$ cat config.mk
export PLATFORM = sky130hd
export DESIGN_NAME = spfe_top
export DESIGN_NICKNAME = d
export VERILOG_FILES = /design/src/rtl/spfe_pkg.sv /design/src/rtl/spfe_edge.sv /design/src/rtl/spfe_hold.sv /design/src/rtl/spfe_shift.sv /design/src/rtl/spfe_guard.sv /design/src/rtl/spfe_top.sv
export SDC_FILE = /design/constraint.sdc
export NUM_CORES = 1
export LEC_CHECK = 0
export ABC_AREA = 1
export CAP_MARGIN = 10
export CORE_ASPECT_RATIO = 0.9
export CORE_UTILIZATION = 45
export CTS_BUF_LIST = sky130_fd_sc_hd__clkbuf_4 sky130_fd_sc_hd__clkbuf_8
export CTS_CLUSTER_SIZE = 12
export DETAILED_ROUTE_END_ITERATION = 8
export GPL_TIMING_DRIVEN = 0
export PLACE_DENSITY_LB_ADDON = 0.25
export SLEW_MARGIN = 20
export SYNTH_ARGS = -nofsm -noshare
export SYNTH_HDL_FRONTEND = slang
export SYNTH_SLANG_ARGS = --single-unit
$ cat constraint.sdc
create_clock -name clk_i -period 1.6 [get_ports clk_i]
set_clock_uncertainty 0.15 [all_clocks]
set_input_delay 0.32 -clock clk_i [delete_from_list [all_inputs] [get_ports clk_i]]
set_output_delay 0.32 -clock clk_i [all_outputs]
set_load 0.02 [all_outputs]
$ cat src/rtl/spfe_pkg.sv
package spfe_pkg;
   typedef enum logic [1:0] {
      LANE_X1 = 2'd0,
      LANE_X2 = 2'd1,
      LANE_X4 = 2'd2
   } lane_e;

   function automatic logic [3:0] lane_oe_pattern(lane_e l);
      case (l)
         LANE_X2: return 4'b0011;
         LANE_X4: return 4'b1111;
         default: return 4'b0010;
      endcase
   endfunction
endpackage

$ cat src/rtl/spfe_edge.sv
module spfe_edge (
   input  logic clk_i,
   input  logic rst_ni,
   input  logic sig_i,
   output logic rise_o,
   output logic fall_o
);
   logic sig_q;

   always_ff @(posedge clk_i or negedge rst_ni) begin
      if (!rst_ni) sig_q <= 1'b0;
      else         sig_q <= sig_i;
   end

   assign rise_o = sig_i & ~sig_q;
   assign fall_o = ~sig_i & sig_q;
endmodule

$ cat src/rtl/spfe_hold.sv
module spfe_hold (
   input  logic clk_i,
   input  logic rst_ni,
   input  logic sel_i,
   input  logic hold_ni,
   input  logic sclk_i,
   input  logic quad_op_i,
   output logic paused_o
);
   logic paused_q;

   always_ff @(posedge clk_i or negedge rst_ni) begin
      if (!rst_ni)                  paused_q <= 1'b0;
      else if (!sel_i || hold_ni)   paused_q <= 1'b0;
      else if (!sclk_i && !quad_op_i) paused_q <= 1'b1;
   end

   assign paused_o = paused_q;

   // a pause only begins in a cycle where the serial clock was low
   p_pause_low_r5: assert property (@(posedge clk_i) disable iff (!rst_ni)
      $rose(paused_q) |-> $past(!sclk_i));

   // a quad operation never lets a pause begin
   p_pause_quad_r6: assert property (@(posedge clk_i) disable iff (!rst_ni)
      $rose(paused_q) |-> $past(!quad_op_i));

   // the pause always ends once the pin is released
   p_pause_release_r5: assert property (@(posedge clk_i) disable iff (!rst_ni)
      hold_ni |=> !paused_q);
endmodule

$ cat src/rtl/spfe_shift.sv
module spfe_shift
   import spfe_pkg::*;
#(
   parameter int unsigned DATA_W = 8
) (
   input  logic              clk_i,
   input  logic              rst_ni,
   input  logic              sel_i,
   input  logic              en_i,
   input  lane_e             lane_i,
   input  logic [3:0]        io_i,
   output logic [DATA_W-1:0] data_o,
   output logic              valid_o
);
   localparam int unsigned CW = $clog2(DATA_W + 1);

   generate
      if (DATA_W < 4 || (DATA_W % 4) != 0) begin : g_bad_width
         $error("spfe_shift: DATA_W must be a nonzero multiple of 4");
      end
   endgenerate

   logic [DATA_W-1:0] sr_q, sr_d, data_q;
   logic [CW-1:0]     cnt_q, cnt_d, step;
   logic              valid_q;

   always_comb begin
      case (lane_i)
         LANE_X2: begin
            sr_d = {sr_q[DATA_W-3:0], io_i[1:0]};
            step = CW'(2);
         end
         LANE_X4: begin
            sr_d = {sr_q[DATA_W-5:0], io_i[3:0]};
            step = CW'(4);
         end
         default: begin
            sr_d = {sr_q[DATA_W-2:0], io_i[0]};
            step = CW'(1);
         end
      endcase
      cnt_d = cnt_q + step;
   end

   always_ff @(posedge clk_i or negedge rst_ni) begin
      if (!rst_ni) begin
         sr_q    <= '0;
         cnt_q   <= '0;
         data_q  <= '0;
         valid_q <= 1'b0;
      end else begin
         valid_q <= 1'b0;
         if (!sel_i) begin
            sr_q  <= '0;
            cnt_q <= '0;
         end else if (en_i) begin
            sr_q <= sr_d;
            if (cnt_d >= CW'(DATA_W)) begin
               cnt_q   <= '0;
               data_q  <= sr_d;
               valid_q <= 1'b1;
            end else begin
               cnt_q <= cnt_d;
            end
         end
      end
   end

   assign data_o  = data_q;
   assign valid_o = valid_q;

   // the bit counter never reaches a full word
   p_cnt_bound_r3: assert property (@(posedge clk_i) disable iff (!rst_ni)
      cnt_q < CW'(DATA_W));

   // the completion pulse lasts one cycle
   p_valid_pulse_r3: assert property (@(posedge clk_i) disable iff (!rst_ni)
      valid_q |=> !valid_q);

   // a deselect clears any partial count
   p_desel_clear_r10: assert property (@(posedge clk_i) disable iff (!rst_ni)
      !sel_i |=> cnt_q == '0);
endmodule

$ cat src/rtl/spfe_guard.sv
module spfe_guard (
   input  logic wpe_i,
   input  logic wp_ni,
   input  logic quad_op_i,
   output logic wr_lock_o,
   output logic sr1_lock_o,
   output logic quad_block_o
);
   logic pin_low;

   assign pin_low      = ~wp_ni;
   assign wr_lock_o    = wpe_i & pin_low;
   assign sr1_lock_o   = wpe_i ? pin_low : (pin_low & ~quad_op_i);
   assign quad_block_o = wpe_i;
endmodule

$ cat src/rtl/spfe_top.sv
module spfe_top
   import spfe_pkg::*;
#(
   parameter int unsigned DATA_W = 8,
   parameter int unsigned LANES  = 4
) (
   input  logic              clk_i,
   input  logic              rst_ni,
   input  logic              sclk_i,
   input  logic              cs_ni,
   input  logic              hold_ni,
   input  logic              wp_ni,
   input  logic [LANES-1:0]  io_i,
   input  logic [1:0]        lane_i,
   input  logic              out_phase_i,
   input  logic              quad_op_i,
   input  logic              wpe_i,
   input  logic [LANES-1:0]  tx_bits_i,
   output logic [LANES-1:0]  io_o,
   output logic [LANES-1:0]  io_oe_o,
   output logic              tx_adv_o,
   output logic [DATA_W-1:0] rx_data_o,
   output logic              rx_valid_o,
   output logic              wr_lock_o,
   output logic              sr1_lock_o,
   output logic              quad_block_o
);
   generate
      if (LANES != 4) begin : g_bad_lanes
         $error("spfe_top: LANES must be 4");
      end
   endgenerate

   lane_e lane;
   logic  seen_high_q, sel, paused, rise, fall;
   logic  lane_ok, rx_en, drive_ok;
   logic [LANES-1:0] out_q;

   assign lane = lane_e'(lane_i);

   // arming: a select counts only after the pin was seen high once
   always_ff @(posedge clk_i or negedge rst_ni) begin
      if (!rst_ni)    seen_high_q <= 1'b0;
      else if (cs_ni) seen_high_q <= 1'b1;
   end

   assign sel     = seen_high_q & ~cs_ni;
   assign lane_ok = ~(wpe_i & (lane == LANE_X4));

   spfe_edge u_sclk_edge (
      .clk_i  (clk_i),
      .rst_ni (rst_ni),
      .sig_i  (sclk_i),
      .rise_o (rise),
      .fall_o (fall)
   );

   spfe_hold u_hold (
      .clk_i     (clk_i),
      .rst_ni    (rst_ni),
      .sel_i     (sel),
      .hold_ni   (hold_ni),
      .sclk_i    (sclk_i),
      .quad_op_i (quad_op_i),
      .paused_o  (paused)
   );

   assign rx_en    = rise & sel & ~paused & ~out_phase_i & lane_ok;
   assign drive_ok = sel & ~paused & out_phase_i & lane_ok;

   spfe_shift #(.DATA_W(DATA_W)) u_shift (
      .clk_i   (clk_i),
      .rst_ni  (rst_ni),
      .sel_i   (sel),
      .en_i    (rx_en),
      .lane_i  (lane),
      .io_i    (io_i),
      .data_o  (rx_data_o),
      .valid_o (rx_valid_o)
   );

   always_ff @(posedge clk_i or negedge rst_ni) begin
      if (!rst_ni) begin
         out_q <= '0;
      end else if (fall && drive_ok) begin
         case (lane)
            LANE_X2: out_q <= {2'b00, tx_bits_i[1:0]};
            LANE_X4: out_q <= tx_bits_i;
            default: out_q <= {2'b00, tx_bits_i[0], 1'b0};
         endcase
      end
   end

   assign io_o     = out_q;
   assign io_oe_o  = drive_ok ? lane_oe_pattern(lane) : '0;
   assign tx_adv_o = fall & drive_ok;

   spfe_guard u_guard (
      .wpe_i        (wpe_i),
      .wp_ni        (wp_ni),
      .quad_op_i    (quad_op_i),
      .wr_lock_o    (wr_lock_o),
      .sr1_lock_o   (sr1_lock_o),
      .quad_block_o (quad_block_o)
   );

   // nothing is driven while deselected
   p_oe_desel_r1: assert property (@(posedge clk_i) disable iff (!rst_ni)
      cs_ni |-> io_oe_o == '0);

   // a completed byte implies an armed select in the cycle before
   p_armed_byte_r2: assert property (@(posedge clk_i) disable iff (!rst_ni)
      rx_valid_o |-> $past(seen_high_q && !cs_ni));

   // the upper lines drive only in four-line phases
   p_upper_oe_r7: assert property (@(posedge clk_i) disable iff (!rst_ni)
      (|io_oe_o[3:2]) |-> (lane == LANE_X4));

   // a full lock always includes the status register lock
   p_lock_nest_r8: assert property (@(posedge clk_i) disable iff (!rst_ni)
      wr_lock_o |-> sr1_lock_o);

   // quad phases are refused while protection is enabled
   p_quad_refused_r9: assert property (@(posedge clk_i) disable iff (!rst_ni)
      quad_block_o |-> !io_oe_o[3]);
endmodule

==> results of run 1 <==
-- cells in the final DEF, fill, tap and decap left out, drive strengths merged, types with 4 or more instances in the layout --
cell	instances
nand2	76
dfrtp	27
buf	27
inv	22
dlygate4sd2	18
nor2	17
a21oi	12
nand3	12
clkdlybuf4s50	11
nand4	8
o21ai	8
ha	6
clkbuf	4
-- logic make-up after synthesis --
kind of cell | count (synthesis) | synth area share [%]
buf+inv | 31 | 9.26
fa+ha+maj | 7 | 6.07
simple gates | 111 | 34.7
compound gates | 21 | 6.86
flops | 27 | 43.1
-- power breakdown --
part	leakage, µW	switching [µW]	internal, µW
Combinational	0.000802	185	136
Clock	0.0000217	229	177
Sequential	0.000369	15.0	704
-- worst paths after layout --
kind                                                from                             to  slack, ns
max                              seen_high_q$_DFFE_PN0P_                     io_oe_o[3]      -0.14
min                                               sclk_i    u_sclk_edge.sig_q$_DFF_PN0_       0.19
max reg2reg                 u_shift.cnt_q[1]$_DFFE_PN0P_  u_shift.data_o[0]$_DFFE_PN0P_      -0.07
min reg2reg                u_shift.data_o[4]$_DFFE_PN0P_  u_shift.data_o[4]$_DFFE_PN0P_       0.34
max in group asynchronous                         rst_ni   u_shift.cnt_q[2]$_DFFE_PN0P_       0.46
min in group asynchronous                         rst_ni            io_o[0]$_DFFE_PN0P_       0.43
-- flip-flops by register name, indices dropped and copies added, names as in the netlist --
signal             flops
u_shift.valid_o        1
io_o                   4
u_shift.data_o         8
u_shift.cnt_q          4
u_shift.sr_q           7
u_hold.paused_o        1
u_sclk_edge.sig_q      1
seen_high_q            1
-- worst reg2reg max path: cells and delay by family, from the launching register on --
family	cells	cell delay [ns]
fa+ha+maj	1	0.28
flops	1	0.41
simple gates	8	0.74
-- per-layer routing --
| layer | track usage, % | wire length [µm] | up-vias |
|---|---|---|---|
| met2 | 42.1 | 1960 | 52 |
| met3 | 4.13 | 208 | 2 |
| met1 | 33.2 | 1900 | 720 |
| met5 | 0 | 0 | - |
| met4 | 4.76 | 14 | 0 |
| li1 | - | - | 737 |
-- area by class of cell --
type                       instances  area share, %
clock buffer                       3           1.79
tap                               42           2.28
buffer                             8           3.15
inverter                          23           4.46
clock inverter                     1          0.326
multi-input combinational        142           39.6
sequential                        27           29.4
timing repair buffer              50           19.0
-- repair_timing --
| item | 4_1_cts | 5_1_grt |
|---|---|---|
| gates cloned | 3 | 0 |
| resized for setup | 81 | 14 |
| hold buffers | 1 | 0 |
| pin swaps | 12 | 9 |
| endpoints found under the setup margin | 45 | 20 |
| buffers inserted | 10 | 0 |
| hold endpoints to repair | 27 | 0 |
-- metrics by stage --
step / power [µW] / TNS (ns) / hold slack (ns)
2_1_floorplan: 894 / -0.453 / -0.126
3_3_place_gp: 1030 / -33.99 / 0.302
3_5_place_dp: 1040 / -24.92 / 0.220
4_1_cts: 1450 / -1.06 / 0.182
5_1_grt: 1520 / -2.45 / 0.193
6_report: 1450 / -1.00 / 0.189
==> insert_results.sql, run 1 <==
INSERT INTO impl_metrics (metric_group, metric, value, unit) VALUES
('run_status', 'status', 'complete, but fails checks', ''),
('run_status', 'violations', 'negative setup slack', ''),
('yosys', 'synth_area_per_cell', '7.96', 'µm²'),
('yosys', 'synth.cell_area', '0.00157', 'mm²'),
('power_and_ir_drop', 'p_per_area', '628', 'mW/mm²'),
('placed_design', 'dp_cells', '278', ''),
('power_and_ir_drop', 'total_leakage_power', '0.00119', 'µW'),
('sta', 'portion_of_the_clock_cycle_consumed_by_the_worst_path_in_the_final_layout', '109', '%'),
('route', 'ant_nets', '0', ''),
('critical_path', 'setup.worst_path.end_class', 'output port', ''),
('critical_path', 'crit_path_cell_trace', 'nand2_4, nor2_4, nand3_2, nor2_4, buf_6, buf_6', ''),
('route', 'route.detailed.wl_per_inst', '13.8', 'µm'),
('min_path', 'hold_path_depth', '1', ''),
('route', 'drt_drc_violations_left', '0', ''),
('critical_path', 'critPathMaxFanout', '2', ''),
('clocking', 'clock-sinks', '27', ''),
('route', 'route.vias.total', '1511', ''),
('clocking', 'cts.clk_slew.worst_paths', '0.10', 'ns'),
('critical_path', 'rr_worst_depth', '9', ''),
('critical_path', 'cp_slowest_cell', 'dfrtp_1', ''),
('route', 'drt_pass1_iterations', '5', ''),
('placed_design', 'port_buffers', '39', ''),
('global_route', 'via_count_of_the_first_global_routing_pass', '1522', ''),
('yosys', 'synth_edf_count', '0', ''),
('sta', 'measured_slew_at_the_worst_slew_check_pin', '0.624', 'ns'),
('placed_design', 'gp_congestion', '0.866', ''),
('yosys', 'synth-warning-count', '0', ''),
('critical_path', 'critical_path.startpoint_type', 'flip-flop', ''),
('sta', 'final-hold-violation-count', '0', ''),
('floorplanning', 'io_pins', '40', ''),
('yosys', 'postSynthRegisterBits', '27', ''),
('global_route', 'initial_antenna_violation_count', '0', ''),
('cells_and_area', 'multi_input_area', '912', 'µm²'),
('cells_and_area', 'n_fill_cell', '245', ''),
('clocking', 'cts-buffers-inserted', '3', ''),
('yosys', 'synth.most_common_cell', 'nand2_1', ''),
('placed_design', 'place_ws', '-1.26', 'ns'),
('sta', 'max_slew_headroom', '58.4', '%'),
('placed_design', 'place_hpwl', '2.57', 'mm'),
('route', 'post_drt_via_cell_ratio', '5.10', ''),
('critical_path', 'cp.required', '1.13', 'ns'),
('sta', 'fin_ws', '-0.143', 'ns'),
('floorplanning', 'core.rowCount', '19', ''),
('sta', 'max_freq', '0.574', 'GHz'),
('floorplanning', 'die_height', '58.0', 'µm'),
('sta', 'setup-violations-final', '13', ''),
('global_route', 'globalRouteTotalUtil', '24.6', '%'),
('critical_path', 'critPathArrivalTime', '1.27', 'ns'),
('global_route', 'overflow', '0', ''),
('yosys', 'synth_area_leaders', 'dfrtp_1 43%, nand2_1 17%, ha_1 4.8%, a21oi_1 3.8%, inv_1 3.8%', ''),
('critical_path', 'criticalPathCategory', 'flip-flop to output port', ''),
('yosys', 'synth_commonest_cells', '72 x nand2_1, 27 x dfrtp_1, 16 x inv_1, 12 x a21oi_1, 12 x nor2_1', ''),
('route', 'routed_wire_length', '4.08', 'mm'),
('yosys', 'netlist-cell-type-count', '27', ''),
('cells_and_area', 'finish.instance_area', '0.00230', 'mm²'),
('cells_and_area', 'nets', '281', ''),
('route', 'detailedRoute.firstIterationViolations', '107', ''),
('critical_path', 'timing.critical_path.slowest_cell_delay', '0.38', 'ns'),
('cells_and_area', 'drive_gt1_share', '31.1', '%'),
('yosys', 'synth_sequential_area_ratio', '43.1', '%'),
('placed_design', 'dpl_cell_area', '0.00206', 'mm²'),
('yosys', 'cells_after_synthesis', '197', ''),
('cells_and_area', 'antenna_cells_inserted', '0', ''),
('yosys', 'postSynthNetCount', '223', ''),
('yosys', 'synthArstFlopShare', '100', '%'),
('sta', 'drv_slew', '0', ''),
('clocking', 'cts_max_level', '1', ''),
('floorplanning', 'core_area', '0.00319', 'mm²'),
('critical_path', 'worst_path_dominant_cell_family', 'simple AND/OR/NAND/NOR gates', ''),
('critical_path', 'cp.buffers_inverters', '2', ''),
('sta', 'unrepaired_setup_endpoints_after_global_routing', 'true', '');
(Power assumes the default switching activity.)
==> run 2, diff against run 1 <==
--- a/config.mk
+++ b/config.mk
@@ -8,8 +8,7 @@
 export ABC_AREA = 1
 export CAP_MARGIN = 10
 export CORE_ASPECT_RATIO = 0.9
-export CORE_UTILIZATION = 45
-export CTS_BUF_LIST = sky130_fd_sc_hd__clkbuf_4 sky130_fd_sc_hd__clkbuf_8
+export CORE_UTILIZATION = 44
 export CTS_CLUSTER_SIZE = 12
 export DETAILED_ROUTE_END_ITERATION = 8
 export GPL_TIMING_DRIVEN = 0
@@ -17,4 +16,5 @@
 export SLEW_MARGIN = 20
 export SYNTH_ARGS = -nofsm -noshare
 export SYNTH_HDL_FRONTEND = slang
+export SYNTH_HIERARCHICAL = 1
 export SYNTH_SLANG_ARGS = --single-unit
==> run 2 against run 1 <==
  * The run still ends with negative setup slack left
  * Clock-buffer cell count is the same
  * Die area grew 8.1%
  * First-iteration DRC count shrank 15%
  * Highest routed layer unchanged
==> insert_results.sql, run 2 <==
INSERT INTO impl_metrics (metric_group, metric, value, unit) VALUES
('run_status', 'status', 'complete, but fails checks', ''),
('run_status', 'violations', 'negative setup slack', ''),
('sta', 'drv_slew', '0', ''),
('critical_path', 'timing.critical_path.slowest_cell_delay', '0.40', 'ns'),
('route', 'routed_wire_length', '3.89', 'mm'),
('critical_path', 'critical_path.startpoint_type', 'flip-flop', ''),
('sta', 'max_freq', '0.559', 'GHz'),
('critical_path', 'cp.required', '1.13', 'ns'),
('min_path', 'hold_path.startpoint', 'quad_op_i', ''),
('clocking', 'clock-sinks', '27', ''),
('sta', 'finalHoldWorstSlack', '0.200', 'ns'),
('critical_path', 'critPathMaxFanout', '4', ''),
('job', 'max-cap-violations', '0', ''),
('yosys', 'dominantRegCellSynth', 'dfrtp_1', ''),
('route', 'detailedRoute.firstIterationViolations', '91', ''),
('sta', 'time_the_final_worst_path_needs_with_i_o_delays_and_setup', '1.79', 'ns'),
('yosys', 'synth.cell_area', '0.00166', 'mm²'),
('yosys', 'synth_sequential_area_ratio', '40.7', '%'),
('sta', 'portion_of_the_clock_cycle_consumed_by_the_worst_path_in_the_final_layout', '112', '%'),
('min_path', 'min-delay-path-class', 'input port to flip-flop', ''),
('critical_path', 'critPathArrivalTime', '1.32', 'ns'),
('yosys', 'synth.most_common_cell', 'nand2_1', ''),
('global_route', 'via_count_of_the_first_global_routing_pass', '1397', ''),
('power_and_ir_drop', 'total_leakage_power', '0.00133', 'µW'),
('clocking', 'cts_root_buffer', 'clkbuf_8', ''),
('placed_design', 'port_buffers', '39', ''),
('cells_and_area', 'antenna_cells_inserted', '0', ''),
('critical_path', 'timing.reg2reg.setup_slack', '0.03', 'ns'),
('clocking', 'cts-buffers-inserted', '3', ''),
('sta', 'measured_slew_at_the_worst_slew_check_pin', '0.582', 'ns'),
('route', 'drt_pass1_iterations', '4', ''),
('global_route', 'overflow', '0', ''),
('sta', 'unrepaired_setup_endpoints_after_global_routing', 'true', ''),
('yosys', 'netlist-cell-type-count', '24', ''),
('yosys', 'synthArstFlopShare', '100', '%'),
('critical_path', 'worst_path_dominant_cell_family', 'flip-flops', ''),
('route', 'post_drt_via_cell_ratio', '4.85', ''),
('global_route', 'globalRouteTotalUtil', '19.7', '%'),
('yosys', 'cells_after_synthesis', '220', ''),
('min_path', 'hold_path_depth', '4', ''),
('yosys', 'synth_edf_count', '0', ''),
('route', 'route.vias.total', '1552', ''),
('yosys', 'synth_commonest_cells', '73 x nand2_1, 38 x inv_1, 27 x dfrtp_1, 14 x nor2_1, 13 x nand3_1', ''),
('critical_path', 'cp.buffers_inverters', '4', ''),
('placed_design', 'place_hpwl', '2.62', 'mm'),
('placed_design', 'dp_cells', '303', ''),
('critical_path', 'cp_slowest_cell', 'dfrtp_1', ''),
('cells_and_area', 'finalNonFillerCells', '320', ''),
('route', 'drt_drc_violations_left', '0', ''),
('route', 'ant_nets', '0', ''),
('placed_design', 'gp_congestion', '0.907', ''),
('critical_path', 'setup.worst_path.end_class', 'output port', ''),
('floorplanning', 'start_util', '47.8', '%'),
('floorplanning', 'die_width', '66.8', 'µm'),
('floorplanning', 'core_area', '0.00348', 'mm²'),
('critical_path', 'regToRegStartpoint', 'u_shift/cnt_q[1]$_DFFE_PN0P_', ''),
('power_and_ir_drop', 'ir_worst_vdd', '628', 'µV'),
('clocking', 'longest_clk_path_bufs', '2', ''),
('cells_and_area', 'final_common_cell', 'nand2_1', ''),
('yosys', 'synth.top_cell.area_share', '40.7', '%'),
('cells_and_area', 'area_growth_from_synthesis_to_layout', '45.2', '%'),
('critical_path', 'crit_path_cell_trace', 'inv_2, nand3_4, nor2_4, inv_2, nor2_4, buf_6, buf_6', ''),
('critical_path', 'r2r_end', 'u_shift/data_o[1]$_DFFE_PN0P_', ''),
('critical_path', 'rr_worst_depth', '9', ''),
('clocking', 'clock_tree_from_tritoncts', 'yes', ''),
('yosys', 'synthDominantAreaCellType', 'dfrtp_1', ''),
('global_route', 'grt_start_max_net_pins', '28', ''),
('sta', 'setup-violations-final', '5', ''),
('min_path', 'min_delay_worst_endpoint', 'u_hold/paused_o$_DFFE_PN0P_', ''),
('clocking', 'worst_skew_pair.late_latency', '0.28', 'ns'),
('cells_and_area', 'final_cell_mix', '66 x nand2_1, 29 x inv_1, 27 x dfrtp_1', ''),
('cells_and_area', 'drive_gt1_share', '27.5', '%'),
('yosys', 'synth-warning-count', '6', ''),
('critical_path', 'criticalPathCategory', 'flip-flop to output port', ''),
('floorplanning', 'die_height', '60.3', 'µm'),
('floorplanning', 'io_pins', '40', ''),
('route', 'route.detailed.wl_per_inst', '12.1', 'µm'),
('sta', 'final-hold-violation-count', '0', ''),
('sta', 'fin_ws', '-0.188', 'ns'),
('yosys', 'synth_area_per_cell', '7.55', 'µm²'),
('floorplanning', 'core.rowCount', '20', ''),
('floorplanning', 'design.die.area', '0.00403', 'mm²'),
('cells_and_area', 'nets', '305', ''),
('yosys', 'synth_area_leaders', 'dfrtp_1 41%, nand2_1 16%, inv_1 8.6%, ha_1 6.0%, nand3_1 3.9%', ''),
('global_route', 'grt_pass1_wl', '6.02', 'mm'),
('clocking', 'cts.clk_slew.worst_paths', '0.09', 'ns'),
('cells_and_area', 'largest_register_ffs', '8', ''),
('power_and_ir_drop', 'p_per_area', '601', 'mW/mm²'),
('sta', 'max_slew_headroom', '61.2', '%'),
('yosys', 'postSynthNetCount', '248', ''),
('global_route', 'initial_antenna_violation_count', '0', ''),
('clocking', 'cts_max_level', '1', ''),
('yosys', 'postSynthRegisterBits', '27', '');
[run 2: report_power, final]
group | switching [µW] | internal, µW | total (µW)
Combinational | 192 | 148 | 341
Clock | 219 | 177 | 396
Sequential | 12.1 | 701 | 713
[run 2: cell families after synthesis]
group | synth area share, %
xor+xnor | 0.527
fa+ha+maj | 7.23
buf+inv | 12.7
compound gates | 4.52
simple gates | 34.4
flops | 40.7
[run 2: how the worst max path moves through the flow]
stage | startpoint | to | cells past startpoint
6_report | u_hold/paused_o$_DFFE_PN0P_ | io_oe_o[3] | 7
5_1_grt | u_hold/paused_o$_DFFE_PN0P_ | io_oe_o[3] | 7
4_1_cts | u_hold/paused_o$_DFFE_PN0P_ | io_oe_o[3] | 7
3_5_place_dp | lane_i[0] | io_oe_o[3] | 10
3_3_place_gp | lane_i[0] | io_oe_o[3] | 10
2_1_floorplan | lane_i[0] | u_shift/cnt_q[1]$_DFFE_PN0P_ | 8
[run 2: layer usage]
metal / vias to the layer above / wire length, µm / global-route usage [%]
met1: 714 / 1830 / 26.7
met4: 0 / 59 / 5.47
met2: 41 / 1840 / 33.5
met3: 6 / 160 / 2.29
met5: - / 0 / 0
li1: 791 / - / -
[run 2: repair_timing]
item | in CTS | in global routing
hold buffers | 1 | 0
endpoints found under the setup margin | 45 | 25
cloned | 1 | 1
setup buffers | 9 | 2
hold endpoints to repair | 27 | 0
gates resized for setup | 84 | 20
pin swaps | 9 | 9
[run 2: layout make-up]
class	instances	area, µm²
plain buffers	5	52.6
clock buffers	3	41.3
clock inverters	1	7.51
fillers	280	1070
inverters	45	184
multi-input cells	145	925
flip-flops and latches	27	676
well taps	44	55.1
repair buffers	50	472
[run 2: stage by stage]
stage	cell area [µm²]	worst slack, ns	setup TNS, ns	util (%)	power (µW)
after global placement	2170	-1.44	-37.80	62.3	1040
final	2410	-0.188	-0.669	69.4	1450
after floorplan	1720	-0.109	-0.410	-	896
after detailed placement	2160	-1.46	-29.89	62.2	1040
after global routing	2410	-0.241	-1.37	69.4	1520
after CTS	2320	-0.178	-0.645	66.7	1440
[run 2: worst reg2reg max path, stage by stage, from the launching register on]
cell and delay, ns:
dfrtp_1 0.39, ha_1 0.27, nand2_1 0.07, nand2_2 0.06, nand2_4 0.11, nand2_4 0.07, nand2_8 0.11, nand3_4 0.10
nand2_1 0.08, nand2_1 0.06
